<file path="src/rtl/pll_div_pkg.sv">
package pll_div_pkg;

  localparam int unsigned REF_RATIO_MAX = 8;

  typedef enum logic [2:0] {
    TM_LOCK    = 3'd0,
    TM_FB2     = 3'd1,
    TM_REF2    = 3'd2,
    TM_REF512  = 3'd3,
    TM_LOCK_Z  = 3'd4,
    TM_FB2_Z   = 3'd5,
    TM_REF2_Z  = 3'd6,
    TM_REF_Z   = 3'd7
  } test_sel_e;

  // ratio minus one, for 3/4/6/8
  function automatic logic [2:0] ref_limit(input logic [1:0] code);
    case (code)
      2'd0:    return 3'd2;
      2'd1:    return 3'd3;
      2'd2:    return 3'd5;
      default: return 3'd7;
    endcase
  endfunction

endpackage

</file>
<file path="src/rtl/pll_fb_div.sv">
module pll_fb_div #(
  parameter int unsigned PRESC_W   = 5,
  parameter int unsigned MAIN_W    = 3,
  parameter int unsigned MAIN_BASE = 40,
  parameter int unsigned SWAL_W    = 5
) (
  input  logic              clk_i,
  input  logic              rst_ni,
  input  logic              vco_en_i,
  input  logic [MAIN_W-1:0] main_code_i,
  input  logic [SWAL_W-1:0] swallow_code_i,
  output logic              pulse_o
);

  localparam int unsigned PRESC_MOD = 2 ** PRESC_W;
  localparam int unsigned CNT_W     = PRESC_W + 1;
  localparam int unsigned SMC_MAX   = MAIN_BASE + 2 ** MAIN_W - 1;
  localparam int unsigned IDX_W     = $clog2(SMC_MAX + 1);
  localparam int unsigned CMP_W     = (IDX_W > SWAL_W) ? IDX_W : SWAL_W;

  logic [CNT_W-1:0]  presc_q;
  logic [IDX_W-1:0]  idx_q, smc_q, cur_smc;
  logic [SWAL_W-1:0] ssc_q, cur_ssc;
  logic              start, mod33, presc_last, period_last, pulse_q;

  assign start       = (presc_q == '0) && (idx_q == '0);
  assign cur_smc     = start ? IDX_W'(MAIN_BASE) + IDX_W'(main_code_i) : smc_q;
  assign cur_ssc     = start ? swallow_code_i : ssc_q;
  // divide by 33 while swallow periods remain
  assign mod33       = CMP_W'(idx_q) < CMP_W'(cur_ssc);
  assign presc_last  = presc_q == (mod33 ? CNT_W'(PRESC_MOD) : CNT_W'(PRESC_MOD - 1));
  assign period_last = presc_last && (idx_q == cur_smc - IDX_W'(1));

  always_ff @(posedge clk_i or negedge rst_ni) begin
    if (!rst_ni) begin
      presc_q <= '0;
      idx_q   <= '0;
      smc_q   <= IDX_W'(MAIN_BASE);
      ssc_q   <= '0;
      pulse_q <= 1'b0;
    end else begin
      pulse_q <= vco_en_i && period_last;
      if (vco_en_i) begin
        if (start) begin
          smc_q <= cur_smc;
          ssc_q <= cur_ssc;
        end
        if (presc_last) begin
          presc_q <= '0;
          idx_q   <= period_last ? '0 : idx_q + IDX_W'(1);
        end else begin
          presc_q <= presc_q + CNT_W'(1);
        end
      end
    end
  end

  assign pulse_o = pulse_q;

endmodule

</file>
<file path="src/rtl/pll_ref_div.sv">
module pll_ref_div
  import pll_div_pkg::*;
(
  input  logic       clk_i,
  input  logic       rst_ni,
  input  logic       ref_en_i,
  input  logic [1:0] ref_code_i,
  output logic       pulse_o
);

  localparam int unsigned CNT_W = $clog2(REF_RATIO_MAX);

  logic [CNT_W-1:0] cnt_q, lim_q, cur_lim;
  logic             start, last, pulse_q;

  assign start   = cnt_q == '0;
  assign cur_lim = start ? CNT_W'(ref_limit(ref_code_i)) : lim_q;
  assign last    = cnt_q == cur_lim;

  always_ff @(posedge clk_i or negedge rst_ni) begin
    if (!rst_ni) begin
      cnt_q   <= '0;
      lim_q   <= '0;
      pulse_q <= 1'b0;
    end else begin
      pulse_q <= ref_en_i && last;
      if (ref_en_i) begin
        if (start) lim_q <= cur_lim;
        cnt_q <= last ? '0 : cnt_q + CNT_W'(1);
      end
    end
  end

  assign pulse_o = pulse_q;

endmodule

</file>
<file path="src/rtl/pll_lock_det.sv">
module pll_lock_det #(
  parameter int unsigned WIN    = 4,
  parameter int unsigned LOCK_N = 16
) (
  input  logic clk_i,
  input  logic rst_ni,
  input  logic fb_pulse_i,
  input  logic ref_pulse_i,
  output logic lock_o
);

  localparam int unsigned SINCE_W = $clog2(WIN + 1);
  localparam int unsigned WAIT_W  = (WIN > 2) ? $clog2(WIN) : 1;
  localparam int unsigned HIT_W   = $clog2(LOCK_N + 1);

  logic [SINCE_W-1:0] since_q;
  logic [WAIT_W-1:0]  wcnt_q, wcnt_d;
  logic [HIT_W-1:0]   hits_q;
  logic               wait_q, wait_d, hit, miss;

  always_comb begin
    hit    = 1'b0;
    miss   = 1'b0;
    wait_d = wait_q;
    wcnt_d = wcnt_q;
    if (ref_pulse_i) begin
      if (wait_q && !fb_pulse_i) begin
        // previous reference never matched
        miss   = 1'b1;
        wait_d = 1'b1;
        wcnt_d = '0;
      end else if (fb_pulse_i || (since_q < SINCE_W'(WIN))) begin
        hit    = 1'b1;
        wait_d = 1'b0;
      end else begin
        wait_d = 1'b1;
        wcnt_d = '0;
      end
    end else if (wait_q) begin
      if (fb_pulse_i) begin
        hit    = 1'b1;
        wait_d = 1'b0;
      end else if (wcnt_q == WAIT_W'(WIN - 1)) begin
        miss   = 1'b1;
        wait_d = 1'b0;
      end else begin
        wcnt_d = wcnt_q + WAIT_W'(1);
      end
    end
  end

  always_ff @(posedge clk_i or negedge rst_ni) begin
    if (!rst_ni) begin
      since_q <= SINCE_W'(WIN);
      wcnt_q  <= '0;
      wait_q  <= 1'b0;
      hits_q  <= '0;
    end else begin
      wait_q <= wait_d;
      wcnt_q <= wcnt_d;
      if (fb_pulse_i)                    since_q <= '0;
      else if (since_q != SINCE_W'(WIN)) since_q <= since_q + SINCE_W'(1);
      if (miss)                                   hits_q <= '0;
      else if (hit && (hits_q != HIT_W'(LOCK_N))) hits_q <= hits_q + HIT_W'(1);
    end
  end

  assign lock_o = hits_q == HIT_W'(LOCK_N);

endmodule

</file>
<file path="src/rtl/pll_test_mux.sv">
module pll_test_mux
  import pll_div_pkg::*;
#(
  parameter int unsigned DIV_W = 9
) (
  input  logic       clk_i,
  input  logic       rst_ni,
  input  logic       fb_pulse_i,
  input  logic       ref_pulse_i,
  input  logic       lock_i,
  input  logic [2:0] test_code_i,
  output logic       ld_o,
  output logic       cp_hiz_o
);

  logic [DIV_W-1:0] ref_cnt_q;
  logic             fb_tog_q;
  test_sel_e        sel;

  always_ff @(posedge clk_i or negedge rst_ni) begin
    if (!rst_ni) begin
      ref_cnt_q <= '0;
      fb_tog_q  <= 1'b0;
    end else begin
      if (ref_pulse_i) ref_cnt_q <= ref_cnt_q + DIV_W'(1);
      if (fb_pulse_i)  fb_tog_q  <= ~fb_tog_q;
    end
  end

  assign sel = test_sel_e'(test_code_i);

  always_comb begin
    case (sel)
      TM_LOCK, TM_LOCK_Z: ld_o = lock_i;
      TM_FB2, TM_FB2_Z:   ld_o = fb_tog_q;
      TM_REF2, TM_REF2_Z: ld_o = ref_cnt_q[0];
      TM_REF512:          ld_o = ref_cnt_q[DIV_W-1];
      default:            ld_o = ref_pulse_i;
    endcase
  end

  assign cp_hiz_o = test_code_i[2];

endmodule

</file>
<file path="src/rtl/pll_div_chain.sv">
module pll_div_chain #(
  parameter int unsigned PRESC_W   = 5,
  parameter int unsigned MAIN_W    = 3,
  parameter int unsigned MAIN_BASE = 40,
  parameter int unsigned SWAL_W    = 5,
  parameter int unsigned LOCK_WIN  = 4,
  parameter int unsigned LOCK_N    = 16,
  parameter int unsigned TEST_DIV_W = 9
) (
  input  logic              clk_i,
  input  logic              rst_ni,
  input  logic              vco_en_i,
  input  logic              ref_en_i,
  input  logic [MAIN_W-1:0] main_code_i,
  input  logic [SWAL_W-1:0] swallow_code_i,
  input  logic [1:0]        ref_code_i,
  input  logic [2:0]        test_code_i,
  output logic              fb_pulse_o,
  output logic              ref_pulse_o,
  output logic              ld_o,
  output logic              cp_hiz_o
);

  logic lock;

  pll_fb_div #(
    .PRESC_W  (PRESC_W),
    .MAIN_W   (MAIN_W),
    .MAIN_BASE(MAIN_BASE),
    .SWAL_W   (SWAL_W)
  ) i_fb_div (
    .clk_i         (clk_i),
    .rst_ni        (rst_ni),
    .vco_en_i      (vco_en_i),
    .main_code_i   (main_code_i),
    .swallow_code_i(swallow_code_i),
    .pulse_o       (fb_pulse_o)
  );

  pll_ref_div i_ref_div (
    .clk_i     (clk_i),
    .rst_ni    (rst_ni),
    .ref_en_i  (ref_en_i),
    .ref_code_i(ref_code_i),
    .pulse_o   (ref_pulse_o)
  );

  pll_lock_det #(
    .WIN   (LOCK_WIN),
    .LOCK_N(LOCK_N)
  ) i_lock_det (
    .clk_i      (clk_i),
    .rst_ni     (rst_ni),
    .fb_pulse_i (fb_pulse_o),
    .ref_pulse_i(ref_pulse_o),
    .lock_o     (lock)
  );

  pll_test_mux #(
    .DIV_W(TEST_DIV_W)
  ) i_test_mux (
    .clk_i      (clk_i),
    .rst_ni     (rst_ni),
    .fb_pulse_i (fb_pulse_o),
    .ref_pulse_i(ref_pulse_o),
    .lock_i     (lock),
    .test_code_i(test_code_i),
    .ld_o       (ld_o),
    .cp_hiz_o   (cp_hiz_o)
  );

endmodule

</file>
<file path="config.mk">
export PLATFORM = sky130hd
export DESIGN_NAME = pll_div_chain
export DESIGN_NICKNAME = d
export VERILOG_FILES = /design/src/rtl/pll_div_pkg.sv /design/src/rtl/pll_fb_div.sv /design/src/rtl/pll_ref_div.sv /design/src/rtl/pll_lock_det.sv /design/src/rtl/pll_test_mux.sv /design/src/rtl/pll_div_chain.sv
export SDC_FILE = /design/constraint.sdc
export NUM_CORES = 1
export LEC_CHECK = 0
export ABC_AREA = 1
export ABC_CLOCK_PERIOD_IN_PS = 3100
export BUFFER_PORTS_ARGS = -buffer_cell sky130_fd_sc_hd__buf_4
export CAP_MARGIN = 20
export CORE_ASPECT_RATIO = 1.5
export CORE_MARGIN = 4
export CORE_UTILIZATION = 60
export DETAILED_ROUTE_END_ITERATION = 10
export MAX_ROUTING_LAYER = met4
export PLACE_DENSITY_LB_ADDON = 0.12
export SYNTH_ARGS = -nofsm -noshare
export SYNTH_HDL_FRONTEND = slang
export SYNTH_HIERARCHICAL = 1
export SYNTH_SLANG_ARGS = --single-unit
</file>
<file path="constraint.sdc">
create_clock -name clk_i -period 3.1 [get_ports clk_i]
set_input_delay 0.62 -clock clk_i [delete_from_list [all_inputs] [get_ports clk_i]]
set_output_delay 0.62 -clock clk_i [all_outputs]
set_load 0.02 [all_outputs]
</file>
==> run metrics <==
Leak approximately 2.1 nW; r2r startpoint i_fb_div/idx_q[0]; Avg Synthesized Cell Area 7.72 um^2; IO Pins 21; die area 0.00694 mm^2; pin count of the biggest net entering global routing 53; CP arrival between 3 and 4 ns; startpoint types flop; commonest non-fill, non-tap cell in the layout nand2_1; post-synth top area share 36.2%; vias in the first global route ~2800; Worst Path Required 3.30 ns; Core Region around 0.0055 mm^2; net count after synthesis 473; Ys Warns 6; sequential share of the synthesized area 38.5%; most frequent cells in the layout 124 x nand2_1, 70 x inv_1, 49 x dfrtp_1, 35 x nand3_1, 27 x buf_4; CTS H-tree lvls 2; CTS Hold Bufs 0; Initial Utilization 61.7%; PortBufs 20; GRT Total Usage between 20% and 30%; combinational fraction of design power 46.3%; clk root buf clkbuf_8; Final Hold Viols 0; Worst VDD drop 0.465 mV; Seq pwr share 36.1%; fraction of layout cells with a size suffix above 1 a little under a fifth; total CTS buffers 5; CP Capture Type flop; # DRC 0; grt total ovfl 0; FMAX about 350 MHz; Iter 0 DRT Violations 106; Worst Hold Class primary input to asynchronous set/reset pin; synth-to-layout area growth 11.9%; Synth Flop Type dfrtp_1; gp weighted congestion 0.924; diodes inserted 0; Final HPWL DP 4860 um; worst reg2reg path depth 21; Top cell by count, worst path nand2_1; Die Span Y 100 um; worst path cell trace inv_2, ha_1, nand2_1, inv_1, nand3_4, nor2_4, buf_12, nand2_1, o21ai_2, ha_2, nand3_1, nand2_1, nand2_1, o21ai_0, nand3_1, nor2_1, nand2_1, nor2_2, nand2_4, nand4_1, nand2_1; vias per cell 5.22; Final WS setup 0.252 ns; post-synth cell types 40; Max Cap Viol 0; Setup WS pre-CTS 0.0972 ns; R2R Path End i_fb_div/idx_q[4]; synthesized area 0.00339 mm^2; Mapped Cells 439; crit share post-route between 90% and 100%; ranking of synthesized cells by area dfrtp_1 36%, nand2_1 14%, inv_1 7.9%, ha_1 6.3%, nand3_1 5.2%; Sw Share 41.2%; Tmin final 2.85 ns; Int Pwr about 1.6 mW; layout net count ~500; type of the worst setup path flop to flop; FF-to-FF setup slack 0.25 ns; clock share of power 17.6%; Synth area leader dfrtp_1; P per Cell Area approximately 730 mW/mm^2; slowest CP cell dfrtp_1; post-synthesis register bit count 52; first-pass GRT wire length 11400 um; Slew Limit Fails 0; Post-Place Cells roughly 520; Least-Margin Pin Slew ~0.66 ns; Fill cells 475; Synth async-reset ratio 100%; WL final 6510 um; Antenna Nets Post-Route 0; WL per Instance 12.1 um; clock latency at the later pin of the worst-skew pair 0.30 ns; number of synthesized flops with an enable pin 0; Max FO, Critical Path 7; Worst-path clk slew 0.10 ns; Finished Layout Cells 538; number of iterations in the first detailed-routing pass 5; Setup Viol. Count Final 0; clk buf depth 2; Slew Limit Headroom 56.1%; crit-path max cell delay 0.40 ns; clock skew 0.00586 ns; # rows 33; Sw Pwr 1.14 mW; clk sinks 52; outcome finished clean; Vias 2807; Chip Width 69.4 um; TritonCTS clock tree built; antenna violations before repair 0
through the flow:
stage               utilization (%)  hold slack [ns]  TNS (ns)  instance area, um^2  power, mW
finish                         69.1            0.336         0                 3790       2.78
global route                   69.1            0.380   -0.0187                 3790       3.04
CTS                            67.6            0.352         0                 3710       2.72
detailed placement             65.3            0.462         0                 3590       2.21
global placement               65.3            0.459         0                 3590       2.16
floorplan                         -            0.324         0                 3390       1.94
worst max-delay path by stage:
stage / start / endpoint / slack, ns / cells past startpoint
after floorplan: i_fb_div/idx_q[0] / i_fb_div/idx_q[3] / 0.39 / 18
final: i_fb_div/idx_q[0] / i_fb_div/idx_q[4] / 0.25 / 21
after detailed placement: i_fb_div/presc_q[0] / i_fb_div/pulse_o / 0.1 / 18
after global placement: i_fb_div/presc_q[0] / i_fb_div/pulse_o / 0.19 / 17
after CTS: i_fb_div/idx_q[0] / i_fb_div/pulse_o / 0.06 / 18
after global routing: i_fb_div/presc_q[0] / i_fb_div/pulse_o / -0.01 / 18
critical path: cells and delay by family (launching register included):
family                   cells  cell delay, ns
adder cells (fa/ha/maj)      2            0.43
AO/OA/AOI/OAI                2            0.26
AND/OR/NAND/NOR             14            1.32
buffers and inverters        3            0.33
flip-flops                   1            0.40
what timing repair did:
item                                   4_1_cts  5_1_grt
buffers inserted                             0        5
setup endpoints to repair                    0       12
gates resized for setup                      0        7
endpoints found under the hold margin        0        0
layout make-up:
cell class	instances	area (um^2)	area share, %
Timing Repair Buffer	28	223	5.87
Clock buffer	6	82.6	2.18
Tap cell	70	87.6	2.31
Multi-Input combinational cell	304	1770	46.7
Sequential cell	52	1310	34.4
Inverter	76	285	7.52
Clock inverter	2	38.8	1.02
Yosys cell counts, types with 2 or more instances:
cell      number
a21oi_1        3
buf_4          2
buf_6          3
clkbuf_1       2
dfrtp_1       49
dfstp_2        3
ha_1          17
inv_1         71
inv_2          4
mux2_2         2
nand2_1      124
nand2_2        9
nand2_4        2
nand3_1       35
nand3_2        4
nand4_1       20
nor2_1        19
nor2_2         8
nor2_4         6
o21ai_0       18
o22ai_1        2
xnor2_1        5
xor2_1        14
cell families after synthesis:
group           share of synthesized area [%]
mux                                     0.664
buf+inv                                  10.2
fa+ha+maj                                6.28
flops                                    38.5
compound gates                           5.50
xor+xnor                                 5.39
simple gates                             33.4
per-layer routing:
metal  track usage [%]  wire, um  vias up
li1                  -         -     1433
met1              20.5      2570     1319
met2              37.7      3520       43
met3              3.11       203       12
met4              11.4       229        0
met5                 -         0        -
registers in the layout (all words and copies together) (netlist names):
signal                count
i_fb_div/presc_q          6
i_fb_div/smc_q            6
i_ref_div/pulse_o         1
i_lock_det/since_q        3
i_lock_det/wcnt_q         2
i_test_mux/fb_tog_q       1
i_test_mux/ref_cnt_q      9
i_fb_div/idx_q            6
i_lock_det/hits_q         5
i_fb_div/pulse_o          1
i_ref_div/lim_q           3
i_lock_det/wait_q         1
i_fb_div/ssc_q            5
i_ref_div/cnt_q           3
power by group through the flow:
stage	clock network [mW]	logic (mW)	registers, mW
floorplan	0	0.948	0.994
global placement	0	1.15	1.01
detailed placement	0	1.19	1.02
CTS	0.512	1.20	1.00
global route	0.531	1.48	1.03
finish	0.489	1.29	1.00
Note: power is estimated with default switching activity, not from simulation.
